===== src/rtl/fps_pkg.sv =====
package fps_pkg;

    typedef enum logic [2:0] {
        S_IDLE,
        S_PRD,
        S_EVAL,
        S_PRE,
        S_STB,
        S_POST,
        S_RLD
    } seq_state_e;

    // field layout of the packed timing word (MSB first)
    typedef struct packed {
        logic [5:0]  rd_len;
        logic [3:0]  guard_len;
        logic [11:0] burn_len;
    } timing_t;

    localparam int TIM_W = $bits(timing_t);
    localparam int TMR_W = 12;

endpackage


===== src/rtl/fps_cycle_timer.sv =====
module fps_cycle_timer #(
    parameter int W = 12
) (
    input  logic         clk,
    input  logic         rst_n,
    input  logic         load,
    input  logic [W-1:0] load_val,
    output logic         expired
);
    logic [W-1:0] cnt_d, cnt_q;

    always_comb begin
        cnt_d = cnt_q;
        if (load)
            cnt_d = load_val;
        else if (cnt_q != '0)
            cnt_d = cnt_q - W'(1);
    end

    always_ff @(posedge clk or negedge rst_n) begin
        if (!rst_n) cnt_q <= '0;
        else        cnt_q <= cnt_d;
    end

    assign expired = (cnt_q == '0);

endmodule


===== src/rtl/fps_shifter.sv =====
module fps_shifter #(
    parameter int DW = 32
) (
    input  logic          clk,
    input  logic          rst_n,
    input  logic          load,
    input  logic [DW-1:0] load_val,
    input  logic          mask_en,
    input  logic [DW-1:0] mask_val,
    input  logic          shift,
    output logic [DW-1:0] word,
    output logic          zero
);
    logic [DW-1:0] word_d, word_q;

    always_comb begin
        word_d = word_q;
        if (load)
            word_d = load_val;
        else if (mask_en)
            word_d = word_q & ~mask_val;
        else if (shift)
            word_d = {1'b0, word_q[DW-1:1]};
    end

    always_ff @(posedge clk or negedge rst_n) begin
        if (!rst_n) word_q <= '0;
        else        word_q <= word_d;
    end

    assign word = word_q;
    assign zero = (word_q == '0);

    // bits already blown never survive the mask step
    a_r2_mask_clears_blown: assert property (@(posedge clk) disable iff (!rst_n)
        mask_en && !load |=> (word_q & $past(mask_val)) == '0);

    // right shift brings in a zero at the top
    a_r3_zero_fill: assert property (@(posedge clk) disable iff (!rst_n)
        shift && !load && !mask_en |=> !word_q[DW-1]);

endmodule


===== src/rtl/fuse_prog_seq.sv =====
module fuse_prog_seq
    import fps_pkg::*;
#(
    parameter int NWORDS  = 128,
    parameter int DATA_W  = 32,
    parameter int CLK_MHZ = 125,
    parameter int HOLD_US = 2,
    localparam int ADDR_W   = (NWORDS > 1) ? $clog2(NWORDS) : 1,
    localparam int IDX_W    = $clog2(DATA_W),
    localparam int POST_CYC = CLK_MHZ * HOLD_US,
    localparam int HOLD_W   = $clog2(POST_CYC + 1)
) (
    input  logic              clk,
    input  logic              rst_n,
    input  logic              start_prog,
    input  logic              start_reload,
    input  logic [ADDR_W-1:0] cmd_addr,
    input  logic [DATA_W-1:0] cmd_data,
    input  logic [TIM_W-1:0]  timing_cfg,
    output logic              busy,
    output logic              ready,
    output logic              done,
    output logic [ADDR_W-1:0] fz_addr,
    output logic [IDX_W-1:0]  fz_bit,
    output logic              fz_prog_en,
    output logic              fz_read_en,
    output logic              fz_strobe,
    input  logic [DATA_W-1:0] fz_rdata,
    output logic              sh_we,
    output logic [ADDR_W-1:0] sh_addr,
    output logic [DATA_W-1:0] sh_wdata
);
    typedef struct packed {
        seq_state_e        state;
        logic [ADDR_W-1:0] addr;
        logic [IDX_W-1:0]  idx;
        timing_t           tim;
        logic [HOLD_W-1:0] hold;
        logic              done;
    } regs_t;

    regs_t r_d, r_q;
    timing_t cfg_in;
    logic tmr_load, tmr_exp;
    logic [TMR_W-1:0] tmr_val;
    logic sh_load, sh_mask, sh_shift, sh_zero;
    logic [DATA_W-1:0] sh_word;

    assign cfg_in = timing_t'(timing_cfg);
    assign ready  = (r_q.state == S_IDLE) && (r_q.hold == '0);

    fps_cycle_timer #(.W(TMR_W)) u_timer (
        .clk     (clk),
        .rst_n   (rst_n),
        .load    (tmr_load),
        .load_val(tmr_val),
        .expired (tmr_exp)
    );

    fps_shifter #(.DW(DATA_W)) u_shift (
        .clk     (clk),
        .rst_n   (rst_n),
        .load    (sh_load),
        .load_val(cmd_data),
        .mask_en (sh_mask),
        .mask_val(fz_rdata),
        .shift   (sh_shift),
        .word    (sh_word),
        .zero    (sh_zero)
    );

    always_comb begin
        r_d      = r_q;
        r_d.done = 1'b0;
        tmr_load = 1'b0;
        tmr_val  = '0;
        sh_load  = 1'b0;
        sh_mask  = 1'b0;
        sh_shift = 1'b0;
        if (r_q.state == S_IDLE && r_q.hold != '0)
            r_d.hold = r_q.hold - HOLD_W'(1);
        unique case (r_q.state)
            S_IDLE: begin
                if (ready && start_prog) begin
                    r_d.state = S_PRD;
                    r_d.addr  = cmd_addr;
                    r_d.tim   = cfg_in;
                    sh_load   = 1'b1;
                    tmr_load  = 1'b1;
                    tmr_val   = TMR_W'(cfg_in.rd_len);
                end else if (ready && start_reload) begin
                    r_d.state = S_RLD;
                    r_d.addr  = '0;
                    r_d.tim   = cfg_in;
                    tmr_load  = 1'b1;
                    tmr_val   = TMR_W'(cfg_in.rd_len);
                end
            end
            S_PRD: begin
                if (tmr_exp) begin
                    sh_mask   = 1'b1;
                    r_d.idx   = '0;
                    r_d.state = S_EVAL;
                end
            end
            S_EVAL: begin
                if (sh_zero) begin
                    r_d.state = S_IDLE;
                    r_d.done  = 1'b1;
                    r_d.hold  = HOLD_W'(POST_CYC);
                end else if (sh_word[0]) begin
                    r_d.state = S_PRE;
                    tmr_load  = 1'b1;
                    tmr_val   = TMR_W'(r_q.tim.guard_len);
                end else begin
                    sh_shift = 1'b1;
                    r_d.idx  = r_q.idx + IDX_W'(1);
                end
            end
            S_PRE: begin
                if (tmr_exp) begin
                    r_d.state = S_STB;
                    tmr_load  = 1'b1;
                    tmr_val   = TMR_W'(r_q.tim.burn_len);
                end
            end
            S_STB: begin
                if (tmr_exp) begin
                    r_d.state = S_POST;
                    tmr_load  = 1'b1;
                    tmr_val   = TMR_W'(r_q.tim.guard_len);
                end
            end
            S_POST: begin
                if (tmr_exp) begin
                    if (r_q.idx == IDX_W'(DATA_W - 1)) begin
                        r_d.state = S_IDLE;
                        r_d.done  = 1'b1;
                        r_d.hold  = HOLD_W'(POST_CYC);
                    end else begin
                        sh_shift  = 1'b1;
                        r_d.idx   = r_q.idx + IDX_W'(1);
                        r_d.state = S_EVAL;
                    end
                end
            end
            S_RLD: begin
                if (tmr_exp) begin
                    if (r_q.addr == ADDR_W'(NWORDS - 1)) begin
                        r_d.state = S_IDLE;
                        r_d.done  = 1'b1;
                    end else begin
                        r_d.addr = r_q.addr + ADDR_W'(1);
                        tmr_load = 1'b1;
                        tmr_val  = TMR_W'(r_q.tim.rd_len);
                    end
                end
            end
            default: r_d.state = S_IDLE;
        endcase
    end

    always_ff @(posedge clk or negedge rst_n) begin
        if (!rst_n) begin
            r_q       <= '0;
            r_q.state <= S_IDLE;
        end else begin
            r_q <= r_d;
        end
    end

    assign busy       = (r_q.state != S_IDLE);
    assign done       = r_q.done;
    assign fz_addr    = r_q.addr;
    assign fz_bit     = r_q.idx;
    assign fz_prog_en = (r_q.state == S_PRE) || (r_q.state == S_STB) || (r_q.state == S_POST);
    assign fz_read_en = (r_q.state == S_PRD) || (r_q.state == S_RLD);
    assign fz_strobe  = (r_q.state == S_STB) || fz_read_en;
    assign sh_we      = (r_q.state == S_RLD) && tmr_exp;
    assign sh_addr    = r_q.addr;
    assign sh_wdata   = fz_rdata;

    // read and program never overlap at the macro
    a_r5_read_prog_excl: assert property (@(posedge clk) disable iff (!rst_n)
        !(fz_read_en && fz_prog_en));

    // a burn pulse only ever serves a 1 bit of the working word
    a_r4_burn_on_one: assert property (@(posedge clk) disable iff (!rst_n)
        fz_strobe && fz_prog_en |-> sh_word[0]);

    // an operation only starts from the ready condition
    a_r7_start_gated: assert property (@(posedge clk) disable iff (!rst_n)
        $rose(busy) |-> $past(ready));

    // completion pulse is seen with busy low
    a_r6_done_idle: assert property (@(posedge clk) disable iff (!rst_n)
        done |-> !busy);

endmodule


===== config.mk =====
export PLATFORM = sky130hd
export DESIGN_NAME = fuse_prog_seq
export DESIGN_NICKNAME = d
export VERILOG_FILES = /design/src/rtl/fps_pkg.sv /design/src/rtl/fps_cycle_timer.sv /design/src/rtl/fps_shifter.sv /design/src/rtl/fuse_prog_seq.sv
export SDC_FILE = /design/constraint.sdc
export NUM_CORES = 1
export LEC_CHECK = 0
export BUFFER_PORTS_ARGS = -buffer_cell sky130_fd_sc_hd__buf_4
export CAP_MARGIN = 25
export CORE_UTILIZATION = 30
export DETAILED_ROUTE_END_ITERATION = 10
export PLACE_DENSITY = 0.56
export SLEW_MARGIN = 10
export SYNTH_ARGS = -nofsm -noshare
export SYNTH_HDL_FRONTEND = slang
export SYNTH_SLANG_ARGS = --single-unit

===== constraint.sdc =====
create_clock -name clk -period 4.7 [get_ports clk]
set_clock_uncertainty 0.1 [all_clocks]
set_input_delay 0.705 -clock clk [delete_from_list [all_inputs] [get_ports clk]]
set_output_delay 0.705 -clock clk [all_outputs]
set_load 0.005 [all_outputs]

# [After elaboration in Yosys (flattened, before gate mapping)]
# Cells that the tools add are included.
[totals] regBits=90 input_bits=97
[classes] n_bitwise=2 n_addsub=4 muxes=60 n_reduce_logical=26 eq_ne=20
[op_table] op="$mux W32" n=3
[op_table] op="$pmux W12 S5" n=1
[op_table] op="$mux W12" n=4
[op_table] op="$mux W22" n=2
[op_table] op="$and A32 B32 Y32" n=1
[op_table] op="$logic_not A32 Y1" n=1
[op_table] op="$not A32 Y32" n=1
[op_table] op="$mux W10" n=3
[op_table] op="$mux W9" n=3
[op_table] op="$mux W5" n=5
[op_table] op="$mux W3" n=7
[op_table] op="$pmux W3 S7" n=1
[op_table] op="$ne A2 B2 Y1 const B" n=10
[op_table] op="$mux W6" n=3
[op_table] op="$mux W1" n=16
[op_table] op="$pmux W8 S2" n=1
[op_table] op="$pmux W5 S3" n=1
[op_table] op="$pmux W7 S2" n=1
[op_table] op="$logic_not A12 Y1" n=1
[op_table] op="$mux W4" n=3
[op_table] op="$reduce_bool A12 Y1" n=1
[op_table] op="$sub A12 B1 Y12 const B" n=1
[op_table] op="$eq A3 B3 Y1 const B" n=3
[op_table] op="$reduce_bool A3 Y1" n=3
[op_table] op="26 further kinds" n=36

# [Logic depth before layout (Yosys ltp)]
[depth] word_depth=7 depth_mapped=10 mapped_depth_nobuf=8

# [By module]
# From an unflattened synthesis, not the netlist that was laid out.
[unflattened] cells_unflattened=575 hier_area_um2=5422.7
[modules_own_cells] module="fuse_prog_seq" n_inst=1 area_per_inst_um2=2896.5 cells_per_inst=342
[modules_own_cells] module="fps_shifter" n_inst=1 area_per_inst_um2=1778.0 cells_per_inst=156
[modules_own_cells] module="fps_cycle_timer" n_inst=1 area_per_inst_um2=748.2 cells_per_inst=77

# [Least setup slack after synthesis]
# No wires, ideal clock.
[synth_timing] kind="register -> register" startpoint="reg r_q[1] (netlist name)" endpoint="reg r_q, in the netlist fz_addr[1]" period_less_slack_ns=2.576 setup_slack_ns=2.124 path_buffers=3 arrival_ns=2.353 path_stages_with_launch=11 path_cell_list="dfrtp_1 -> inv_1 -> ha_1 -> or3b_2 -> clkbuf_1 -> or4_4 -> buf_6 -> a22o_1 -> buf_6 -> a221oi_2 -> nor2_1"
[synth_via] elab_chain_len=5
[synth_rtl] element="from (decl)" line="fuse_prog_seq.sv:42" rtl="regs_t r_d, r_q;"
[synth_rtl] element="from (signal assigned)" line="fuse_prog_seq.sv:168" rtl="r_q <= r_d;"
[synth_rtl] element="$logic_not A8 Y1 *" line="fuse_prog_seq.sv:50" rtl="assign ready = (r_q.state == S_IDLE) && (r_q.hold == '0);"
[synth_rtl] element="$logic_and A1 B1 Y1 *" line="fuse_prog_seq.sv:50"
[synth_rtl] element="$logic_and A1 B1 Y1 (on tied branches)" line="fuse_prog_seq.sv:84, fuse_prog_seq.sv:91"
[synth_rtl] element="$ne A3 B1 Y1 (no line) / $mux W10 (equally long branches)"
[synth_rtl] element="$reduce_and A4 Y1 (no line) / $pmux W7 S2 (equally long branches)"
# Every way passes the cells marked *; elsewhere a longest branch is shown, timed or not.
# A chain may end at the register's enable or synchronous reset.

# [Worst setup path in the final report]
[layout_timing] startpoint="reg u_timer.cnt_q[2]" endpoint="out sh_we"
[layout_via] elab_chain_len=2
[layout_rtl] element="from (decl)" line="fps_cycle_timer.sv:10" rtl="logic [W-1:0] cnt_d, cnt_q;"
[layout_rtl] element="from (signal assigned)" line="fps_cycle_timer.sv:22" rtl="else cnt_q <= cnt_d;"
[layout_rtl] element="$logic_not A12 Y1" line="fps_cycle_timer.sv:25" rtl="assign expired = (cnt_q == '0);"
[layout_rtl] element="$logic_and A1 B1 Y1" line="fuse_prog_seq.sv:179" rtl="assign sh_we = (r_q.state == S_RLD) && tmr_exp;"
[layout_rtl] element="to (decl)" line="fuse_prog_seq.sv:29" rtl="output logic sh_we,"
# Every way passes these cells.

==> impl_metrics.csv <==
group,metric,value,unit
run_status,status,"finished clean",
synth,synth_nets,774,
setup_path,critical_path_class,"reg2out",
setup_path,worstPathArrival,2.47,ns
layout,final_common_cell,"buf_4",
job,drv_cap,0,
sta,slew-limit-headroom,43.58,%
floorplanning,dieHeight,140.1,um
sta,hold_viol,0,
routing,drcViolationCount,0,
clock_network,cts_buffer_depth,2,
pwr,p_total,0.003595,W
grt,antenna_found_initial,0,
grt,grt_first_pass_wirelength,24960,um
layout,layout-drive-gt1-share,26.28,%
clock_network,cts_tree,"done",
sta,worstMarginPinSlew,0.8463,ns
synth,ys.flop_type,"dfrtp_1",
synth,syn_area_per_cell,8.531,um^2
pwr,power_density,513.7,nW/um^2
routing,dr.first_iter.drc_count,332,
synth,ys_ff_latch,90,
grt,grt_overflow_total,0,
layout,register_area,2252,um^2
clock_network,cts_resized,0,
layout,n_fill_cell,1906,
clock_network,clock-root-buffer,"clkbuf_16",
layout,final_core_util,37.41,%
clock_network,cts_buffers,9,
grt,grt_max_degree,56,
layout,layout_common_cells,"162 x buf_4, 99 x nand2_1, 90 x dfrtp_1",
floorplanning,ioPinCount,155,
clock_network,cts_hold_buf,0,
layout,antenna_cells,0,
placement,placed_cells_incl_taps,979,
routing,via_count,4983,
grt,grt_pass1_vias,4846,
layout,syn2layout_area_growth,22.25,%
routing,drtPass1Iterations,5,
synth,synth_edf_count,0,
min_path,worstHoldPathType,"in2async",
routing,avgRoutedWirePerCell,15.56,um
sta,setup_viol,0,
sta,slew_viol_final,0,
placement,io_buffers,154,
routing,drt_wl_total,15480,um
layout,fin_cells,995,
floorplanning,rows,50,
floorplanning,die_w,140.1,um
synth,seq_area_frac_synth,39.34,%
layout,finalNetCount,860,
routing,via_per_inst,5.008,
clock_network,cts_sinks,90,
synth,synthCells,671,
synth,yosys.cell_types.count,61,
placement,place_hpwl,11080,um
floorplanning,die_area,19640,um^2
setup_path,required,3.89,ns
synth,yosysWarnings,0,
placement,gp_congestion,0.7637,
sta,setup_tns,0,ns
floorplanning,coreArea,18710,um^2
sta,fin_crit_sh,69.64,%
placement,place_ws,1.531,ns
pwr,vdd_drop_max,0.2374,mV
synth,async_reset_ff_share,100.0,%
pwr,power_leakage,3.121,nW
sta,rsz0062_at_grt,"no",
clock_network,clock_latency,0.35,ns
sta,fmax,0.3055,GHz
routing,detail-route-antenna-nets,0,
clock_network,clk_pin_slew,0.07,ns
grt,grt_use_total,16.09,%
clock_network,h-tree-depth,3,
layout,multiInputGateArea,2893,um^2
sta,timing.final.ws_setup,1.427,ns
sta,min_period,3.273,ns
synth,netlist_area,5724,um^2
setup_path,startpoint_type,"flop",
setup_path,path_max_fanout,10,
floorplanning,initial_core_util,30.60,%
setup_path,end_kind,"output pin",
clock_network,post_cts_buffers,0,
[critical path: stages (launching register included)]
cell     delay, ns
dfrtp_1       0.43
nor4_1        0.72
nand3_1       0.47
nor2_1        0.33
buf_4         0.17
[per-layer routing]
layer,vias up,share of wire [%],global-route usage [%]
met3,10,5.4,3.590
met1,2352,46,20.96
li1,2476,-,-
met2,145,48,26.95
met5,-,0,0
met4,0,0.97,3.991
[worst paths after layout]
| path | start | to | slack (ns) | depth (start not counted) |
|---|---|---|---|---|
| worst max-delay path | u_timer.cnt_q[2]$_DFFE_PN0P_ | sh_we | 1.43 | 4 |
| worst min-delay path | rst_n | u_shift.word[25]$_DFFE_PN0P_ | 0.32 | 1 |
| worst max register to register | u_timer.cnt_q[0]$_DFFE_PN0P_ | u_shift.word[9]$_DFFE_PN0P_ | 1.51 | 9 |
| worst min register to register | r_q[17]$_DFFE_PN0P_ | r_q[17]$_DFFE_PN0P_ | 0.37 | 2 |
| max in group asynchronous | rst_n | u_timer.cnt_q[8]$_DFFE_PN0P_ | 3.19 | 2 |
| min in group clk | r_q[17]$_DFFE_PN0P_ | r_q[17]$_DFFE_PN0P_ | 0.37 | 2 |
[layout make-up]
cell class	count	area share (%)
Multi-Input combinational cell	482	41.34
Sequential cell	90	32.18
Timing Repair Buffer	164	17.75
Tap cell	234	4.184
Clock buffer	11	3.612
Inverter	10	0.5364
Clock inverter	4	0.3933
[cell usage after synthesis (6+ instances only)]
library cell  instances  share of area [%]
a21oi_1              44                3.8
or4_1                 8                1.0
xor2_1                7                1.1
ha_1                  6                1.3
nor3_1                9               0.79
buf_2                 6               0.52
dfrtp_1              90                 39
xnor2_1               7                1.1
buf_4                51                6.7
inv_1                 9               0.59
mux2_2                9                1.8
o21ai_0              22                1.9
nor2_1               82                5.4
nor2b_1              34                3.7
nand3_1              16                1.4
a211oi_1             32                4.2
mux2_1               24                4.7
clkbuf_1             24                1.6
nor4_1               13                1.4
nand2_1              99                6.5
[cells by family (layout without fill, tap and decap cells)]
family	after synthesis	after routing	share of synthesized area (%)
compound gates	138	138	15.67
flops	90	90	39.34
fa+ha+maj	6	6	1.311
xor+xnor	14	14	2.142
simple gates	289	289	24.07
mux	35	35	6.842
buf+inv	99	189	10.62
[power breakdown]
group	total (W)	leakage, nW	internal [W]	switching [W]
combinational	0.00142	1.91	0.000729	0.000691
sequential	0.00149	1.08	0.00112	0.000362
clock	0.000689	0.130	0.000383	0.000306
[stage by stage]
step                hold WS [ns]  cell area, um^2
floorplan                 0.3094             5724
global placement          0.3493             6691
detailed placement        0.3561             6706
CTS                       0.3403             6987
global route              0.3807             6998
finish                    0.3208             6998
[sequential cells by signal, summed over array words and instances, names as in the netlist]
signal and cells:
done 1, fz_addr 7, fz_bit 5, r_q 33, u_shift.word 32, u_timer.cnt_q 12
Power figures use the tool's default switching activity.
